**src/rtl/suspclk_pkg.sv**
```systemverilog
package suspclk_pkg;

  typedef enum logic [2:0] {
    ST_RUN       = 3'd0,
    ST_CORE_OFF  = 3'd1,
    ST_MEM_OFF   = 3'd2,
    ST_SUSP      = 3'd3,
    ST_WAKE_MEM  = 3'd4,
    ST_WAKE_CORE = 3'd5
  } seqState_t;

  // One-cycle strobes from the sequencer to the datapath
  typedef struct packed {
    logic latchMode;
    logic dropCore;
    logic dropMem;
    logic setAck;
    logic clrAck;
    logic wakeMem;
    logic wakeCore;
  } seqStrobe_t;

endpackage

```
**src/rtl/suspclk_ctrl.sv**
```systemverilog
module suspclk_ctrl
  import suspclk_pkg::*;
(
  input  logic       clk,
  input  logic       rstN,
  input  logic       reqSeen,
  input  logic       modeLatched,
  output seqStrobe_t strobe
);

  seqState_t state;
  seqState_t nextState;

  always_ff @(posedge clk or negedge rstN) begin
    if (!rstN) state <= ST_RUN;
    else       state <= nextState;
  end

  always_comb begin
    nextState = state;
    strobe    = '0;
    case (state)
      ST_RUN: begin
        if (reqSeen) begin
          strobe.latchMode = 1'b1;
          strobe.dropCore  = 1'b1;
          nextState        = ST_CORE_OFF;
        end
      end
      ST_CORE_OFF: begin
        if (modeLatched) begin
          strobe.dropMem = 1'b1;
          nextState      = ST_MEM_OFF;
        end else begin
          strobe.setAck = 1'b1;
          nextState     = ST_SUSP;
        end
      end
      ST_MEM_OFF: begin
        strobe.setAck = 1'b1;
        nextState     = ST_SUSP;
      end
      ST_SUSP: begin
        if (!reqSeen) begin
          strobe.clrAck = 1'b1;
          nextState     = ST_WAKE_MEM;
        end
      end
      ST_WAKE_MEM: begin
        strobe.wakeMem = 1'b1;
        nextState      = ST_WAKE_CORE;
      end
      ST_WAKE_CORE: begin
        strobe.wakeCore = 1'b1;
        nextState       = ST_RUN;
      end
      default: nextState = ST_RUN;
    endcase
  end

endmodule

```
**src/rtl/suspclk_datapath.sv**
```systemverilog
module suspclk_datapath
  import suspclk_pkg::*;
#(
  parameter int SYNC_STAGES = 2,
  parameter int NUM_CORE    = 2,
  parameter int NUM_MEMD    = 2
) (
  input  logic                clk,
  input  logic                rstN,
  input  logic                suspReqN,
  input  logic                cfgWrEn,
  input  logic                cfgWrData,
  input  seqStrobe_t          strobe,
  output logic                reqSeen,
  output logic                modeLatched,
  output logic [NUM_CORE-1:0] coreClkEn,
  output logic [NUM_MEMD-1:0] memClkEn,
  output logic                suspAckN,
  output logic                sysClkStopOk
);

  logic cfgReg;
  logic coreOn;
  logic memOn;
  logic ackOn;
  logic stopOk;

  // Request synchronizer, depth picked by parameter
  generate
    if (SYNC_STAGES == 0) begin : g_noSync
      assign reqSeen = ~suspReqN;
    end else begin : g_sync
      logic [SYNC_STAGES-1:0] syncQ;
      for (genvar i = 0; i < SYNC_STAGES; i++) begin : g_stage
        if (i == 0) begin : g_first
          always_ff @(posedge clk or negedge rstN) begin
            if (!rstN) syncQ[0] <= 1'b0;
            else       syncQ[0] <= ~suspReqN;
          end
        end else begin : g_next
          always_ff @(posedge clk or negedge rstN) begin
            if (!rstN) syncQ[i] <= 1'b0;
            else       syncQ[i] <= syncQ[i-1];
          end
        end
      end
      assign reqSeen = syncQ[SYNC_STAGES-1];
    end
  endgenerate

  always_ff @(posedge clk or negedge rstN) begin
    if (!rstN) begin
      cfgReg      <= 1'b0;
      modeLatched <= 1'b0;
      coreOn      <= 1'b1;
      memOn       <= 1'b1;
      ackOn       <= 1'b0;
      stopOk      <= 1'b0;
    end else begin
      if (cfgWrEn)          cfgReg      <= cfgWrData;
      if (strobe.latchMode) modeLatched <= cfgReg;
      if (strobe.dropCore)  coreOn      <= 1'b0;
      else if (strobe.wakeCore) coreOn  <= 1'b1;
      if (strobe.dropMem)   memOn       <= 1'b0;
      else if (strobe.wakeMem) memOn    <= 1'b1;
      if (strobe.setAck) begin
        ackOn  <= 1'b1;
        stopOk <= modeLatched;
      end else if (strobe.clrAck) begin
        ackOn  <= 1'b0;
        stopOk <= 1'b0;
      end
    end
  end

  generate
    for (genvar c = 0; c < NUM_CORE; c++) begin : g_core
      assign coreClkEn[c] = coreOn;
    end
    for (genvar m = 0; m < NUM_MEMD; m++) begin : g_mem
      assign memClkEn[m] = memOn;
    end
  endgenerate

  assign suspAckN     = ~ackOn;
  assign sysClkStopOk = stopOk;

endmodule

```
**src/rtl/suspend_clk_ctl.sv**
```systemverilog
module suspend_clk_ctl
  import suspclk_pkg::*;
#(
  parameter int SYNC_STAGES = 2,
  parameter int NUM_CORE    = 2,
  parameter int NUM_MEMD    = 2
) (
  input  logic                clk,
  input  logic                rstN,
  input  logic                suspReqN,
  input  logic                cfgWrEn,
  input  logic                cfgWrData,
  output logic [NUM_CORE-1:0] coreClkEn,
  output logic [NUM_MEMD-1:0] memClkEn,
  output logic                suspAckN,
  output logic                sysClkStopOk
);

  seqStrobe_t strobe;
  logic       reqSeen;
  logic       modeLatched;

  suspclk_ctrl u_ctrl (
    .clk         (clk),
    .rstN        (rstN),
    .reqSeen     (reqSeen),
    .modeLatched (modeLatched),
    .strobe      (strobe)
  );

  suspclk_datapath #(
    .SYNC_STAGES (SYNC_STAGES),
    .NUM_CORE    (NUM_CORE),
    .NUM_MEMD    (NUM_MEMD)
  ) u_dp (
    .clk          (clk),
    .rstN         (rstN),
    .suspReqN     (suspReqN),
    .cfgWrEn      (cfgWrEn),
    .cfgWrData    (cfgWrData),
    .strobe       (strobe),
    .reqSeen      (reqSeen),
    .modeLatched  (modeLatched),
    .coreClkEn    (coreClkEn),
    .memClkEn     (memClkEn),
    .suspAckN     (suspAckN),
    .sysClkStopOk (sysClkStopOk)
  );

endmodule

```
**config.mk**
```make
export PLATFORM = sky130hd
export DESIGN_NAME = suspend_clk_ctl
export DESIGN_NICKNAME = d
export VERILOG_FILES = /design/src/rtl/suspclk_pkg.sv /design/src/rtl/suspclk_ctrl.sv /design/src/rtl/suspclk_datapath.sv /design/src/rtl/suspend_clk_ctl.sv
export SDC_FILE = /design/constraint.sdc
export NUM_CORES = 1
export LEC_CHECK = 0
export BUFFER_PORTS_ARGS = -buffer_cell sky130_fd_sc_hd__buf_2
export CAP_MARGIN = 10
export CORE_AREA = 2 2 39 41
export CTS_BUF_LIST = sky130_fd_sc_hd__clkbuf_8
export DETAILED_ROUTE_END_ITERATION = 12
export DIE_AREA = 0 0 41 43
export GPL_ROUTABILITY_DRIVEN = 0
export SYNTH_ARGS = -nofsm -noshare
export SYNTH_HDL_FRONTEND = slang
export SYNTH_HIERARCHICAL = 1
export SYNTH_SLANG_ARGS = --single-unit
```
**constraint.sdc**
```tcl
create_clock -name clk -period 3.5 [get_ports clk]
set_input_delay 0.525 -clock clk [delete_from_list [all_inputs] [get_ports clk]]
set_output_delay 0.525 -clock clk [all_outputs]
set_load 0.02 [all_outputs]
```
==> flow_metrics.py <==
metrics = {
    "run_status": {
        "status": "completed",
    },
    "finish": {
        "synthToLayoutAreaGrowth_pct": 15.8,
        "fin_cells": 71,
        "fin_nets": 61,
        "drive_above_1_share_pct": 32.7,
        "n_antenna_cell": 0,
        "final_util_pct": 41.8,
    },
    "global_route": {
        "track_usage_pct": 11.8,
        "grt_pass1_wl_um": 1330,
        "grt_pass1_vias": 320,
        "grt_overflow": 0,
        "grt.busiest_layer": "met1",
        "grt_max_degree": 12,
        "antenna_found_initial": 0,
        "grt_use_met3_pct": 4.71,
        "grtUsageMet2_pct": 15.3,
        "grtUsageMet1_pct": 15.4,
    },
    "floorplanning": {
        "io_pins": 11,
        "dieHeight_um": 43,
        "fp.dieW_um": 41,
        "dieArea_um2": 1760,
        "coreArea_um2": 1380,
        "std_cell_rows": 14,
        "initial_core_util_pct": 36.1,
    },
    "worst_setup_path": {
        "crit_path_top_delay_cell": "dfstp_2",
        "path_cells": "buf_2",
        "reg2reg_depth": 5,
        "r2r-end": "u_dp/sysClkStopOk",
        "path_max_fanout": 3,
        "setup.worst_path.start": "u_dp/memOn",
        "crit_buf_inv": 1,
        "worstSetupStartpointType": "flip-flop",
        "required_ps": 2970,
        "r2r-start": "u_ctrl/state[1]",
        "cp.arrival_ps": 920,
        "max_stage_delay_ps": 530,
        "critPathCaptureType": "output pin",
        "path_class": "flip-flop to output pin",
        "crit_family": "flip-flops",
        "r2r_setup_slack_ps": 2190,
    },
    "detailed_routing": {
        "drtPass1Iterations": 4,
        "vias": 330,
        "drc": 0,
        "dr.first_iter.drc_count": 14,
        "via_per_inst": 4.65,
        "wl_um": 744,
        "wire_per_inst_um": 10.5,
        "drtAntennaViolNets": 0,
    },
    "clock_network": {
        "htree_levels": 1,
        "cts-root-buf": "clkbuf_8",
        "numCtsBuffers": 3,
        "holdBufCountCts": 0,
        "post-cts-setup-buffer-count": 0,
        "cts_resized": 0,
        "clkTransAtPathRegs_ps": 50,
        "clockBufferDepth": 2,
        "clk_latency_ps": 230,
        "cts_sinks": 11,
        "cts_tree": "yes",
    },
    "run": {
        "maxCapViolations": 0,
    },
    "timing": {
        "timing.fmax_ghz": 0.692,
        "maxSlewViolCount": 0,
        "clock_skew_ps": 2.48,
        "rsz0062_at_grt": "no",
        "min_period_ps": 1450,
        "tightest_slew_ps": 242,
        "fin_ws_ps": 2050,
        "slew_headroom_pct": 83.8,
        "hold_viol": 0,
        "period_share_pct": 41.3,
        "tns_ps": 0,
        "setup_violations": 0,
    },
    "logic_synthesis": {
        "synth.net_count": 51,
        "synthesis.area_um2": 499,
        "netlist.area_leader.share_pct": 45.1,
        "ys_ff_latch": 11,
        "yosysUniqueCellTypes": 22,
        "synth_area_leaders": "dfrtp_1 45%, dfstp_2 11%, buf_4 7.5%",
        "synthCells": 46,
        "ys_warn_count": 6,
        "avgSynthCellArea_um2": 10.9,
        "synth_area_leader_cell": "dfrtp_1",
        "yosysSeqAreaShare_pct": 55.6,
    },
    "placement": {
        "place_worst_setup_slack_ps": 2210,
        "numPortBuffers": 10,
        "dp_hpwl_um": 551,
        "placed_cells": 67,
    },
    "power": {
        "leakagePower_nw": 0.289,
        "p_per_area_nw_per_um2": 946,
        "peakVddDrop_mv": 0.466,
    },
    "worst_hold_path": {
        "holdCritPathClass": "input port to async pin",
    },
}
[area by class of cell]
cell class | instances | area, um^2
fillers | 136 | 806
flip-flops and latches | 11 | 278
multi-input cells | 27 | 173
repair buffers | 10 | 50.0
clock buffers | 3 | 41.3
well taps | 16 | 20.0
inverters | 3 | 11.3
clock inverters | 1 | 5.00
[metrics by stage]
stage / hold slack (ps) / total power, mW / instance area, um^2
6_report: 146 / 0.547 / 578
4_1_cts: 148 / 0.556 / 578
5_1_grt: 155 / 0.596 / 578
3_5_place_dp: 342 / 0.426 / 532
2_1_floorplan: 229 / 0.396 / 499
3_3_place_gp: 338 / 0.423 / 532
[flip-flops by register name, indices dropped and copies added (netlist names)]
name,flops
u_ctrl/state,3
u_dp/ackOn,1
u_dp/cfgReg,1
u_dp/coreOn,1
u_dp/g_sync.syncQ,1
u_dp/memOn,1
u_dp/modeLatched,1
u_dp/reqSeen,1
u_dp/sysClkStopOk,1
[worst max path at each step]
| stage | to | slack (ps) | depth (start not counted) |
|---|---|---|---|
| finish | memClkEn[1] | 2050 | 1 |
| detailed placement | u_dp/sysClkStopOk | 2210 | 5 |
| CTS | coreClkEn[1] | 2040 | 1 |
| floorplan | u_dp/modeLatched | 2250 | 4 |
| global placement | u_dp/modeLatched | 2260 | 3 |
| global route | memClkEn[1] | 2010 | 1 |
[power by group]
| part | leakage (nW) | internal (mW) | switching (mW) | total (mW) |
|---|---|---|---|---|
| clock network | 0.0255 | 0.0780 | 0.0460 | 0.124 |
| registers | 0.127 | 0.178 | 0.0470 | 0.225 |
| logic | 0.136 | 0.0922 | 0.105 | 0.198 |
| total | 0.289 | 0.349 | 0.198 | 0.547 |
[synthesized netlist by cell type, drive strengths merged]
master	count
a22o	1
dfstp	2
o21bai	2
o21ai	2
a211oi	1
nand2	1
mux2	2
nand2b	2
and3	1
buf	5
nor3b	1
and2b	1
inv	3
or3	1
nand3	1
dfrtp	9
nand3b	1
nor2	8
nor3	1
and2	1
[layer usage]
layer,vias up,share of wire (%)
met5,-,0
met4,0,0
met3,0,6.2
met2,12,47
met1,155,47
li1,163,-
[layout by cell type (no fill, tap or decap)]
master | synthesis | final
nor2_1 | 8 | 8
a211oi_1 | 1 | 1
inv_1 | 3 | 3
nand2_1 | 1 | 1
nor3_1 | 1 | 1
dfstp_2 | 2 | 2
mux2_4 | 1 | 1
nand3_1 | 1 | 1
o21bai_1 | 2 | 2
a22o_1 | 1 | 1
nand2b_1 | 1 | 1
buf_2 | 0 | 10
and2_1 | 1 | 1
dfrtp_1 | 9 | 9
o21ai_0 | 2 | 2
and3_1 | 1 | 1
nand3b_1 | 1 | 1
or3_1 | 1 | 1
clkinv_2 | 0 | 1
mux2_1 | 1 | 1
nor3b_1 | 1 | 1
and2b_1 | 1 | 1
nand2b_4 | 1 | 1
clkbuf_8 | 0 | 3
[kinds of logic after synthesis]
kind of cell / count (synthesis) / share of synthesized area [%]
AND/OR/NAND/NOR: 19 / 21.1
flip-flops: 11 / 55.6
buffers and inverters: 8 / 9.78
AO/OA/AOI/OAI: 6 / 8.27
multiplexers: 2 / 5.26
(Power assumes the default switching activity.)
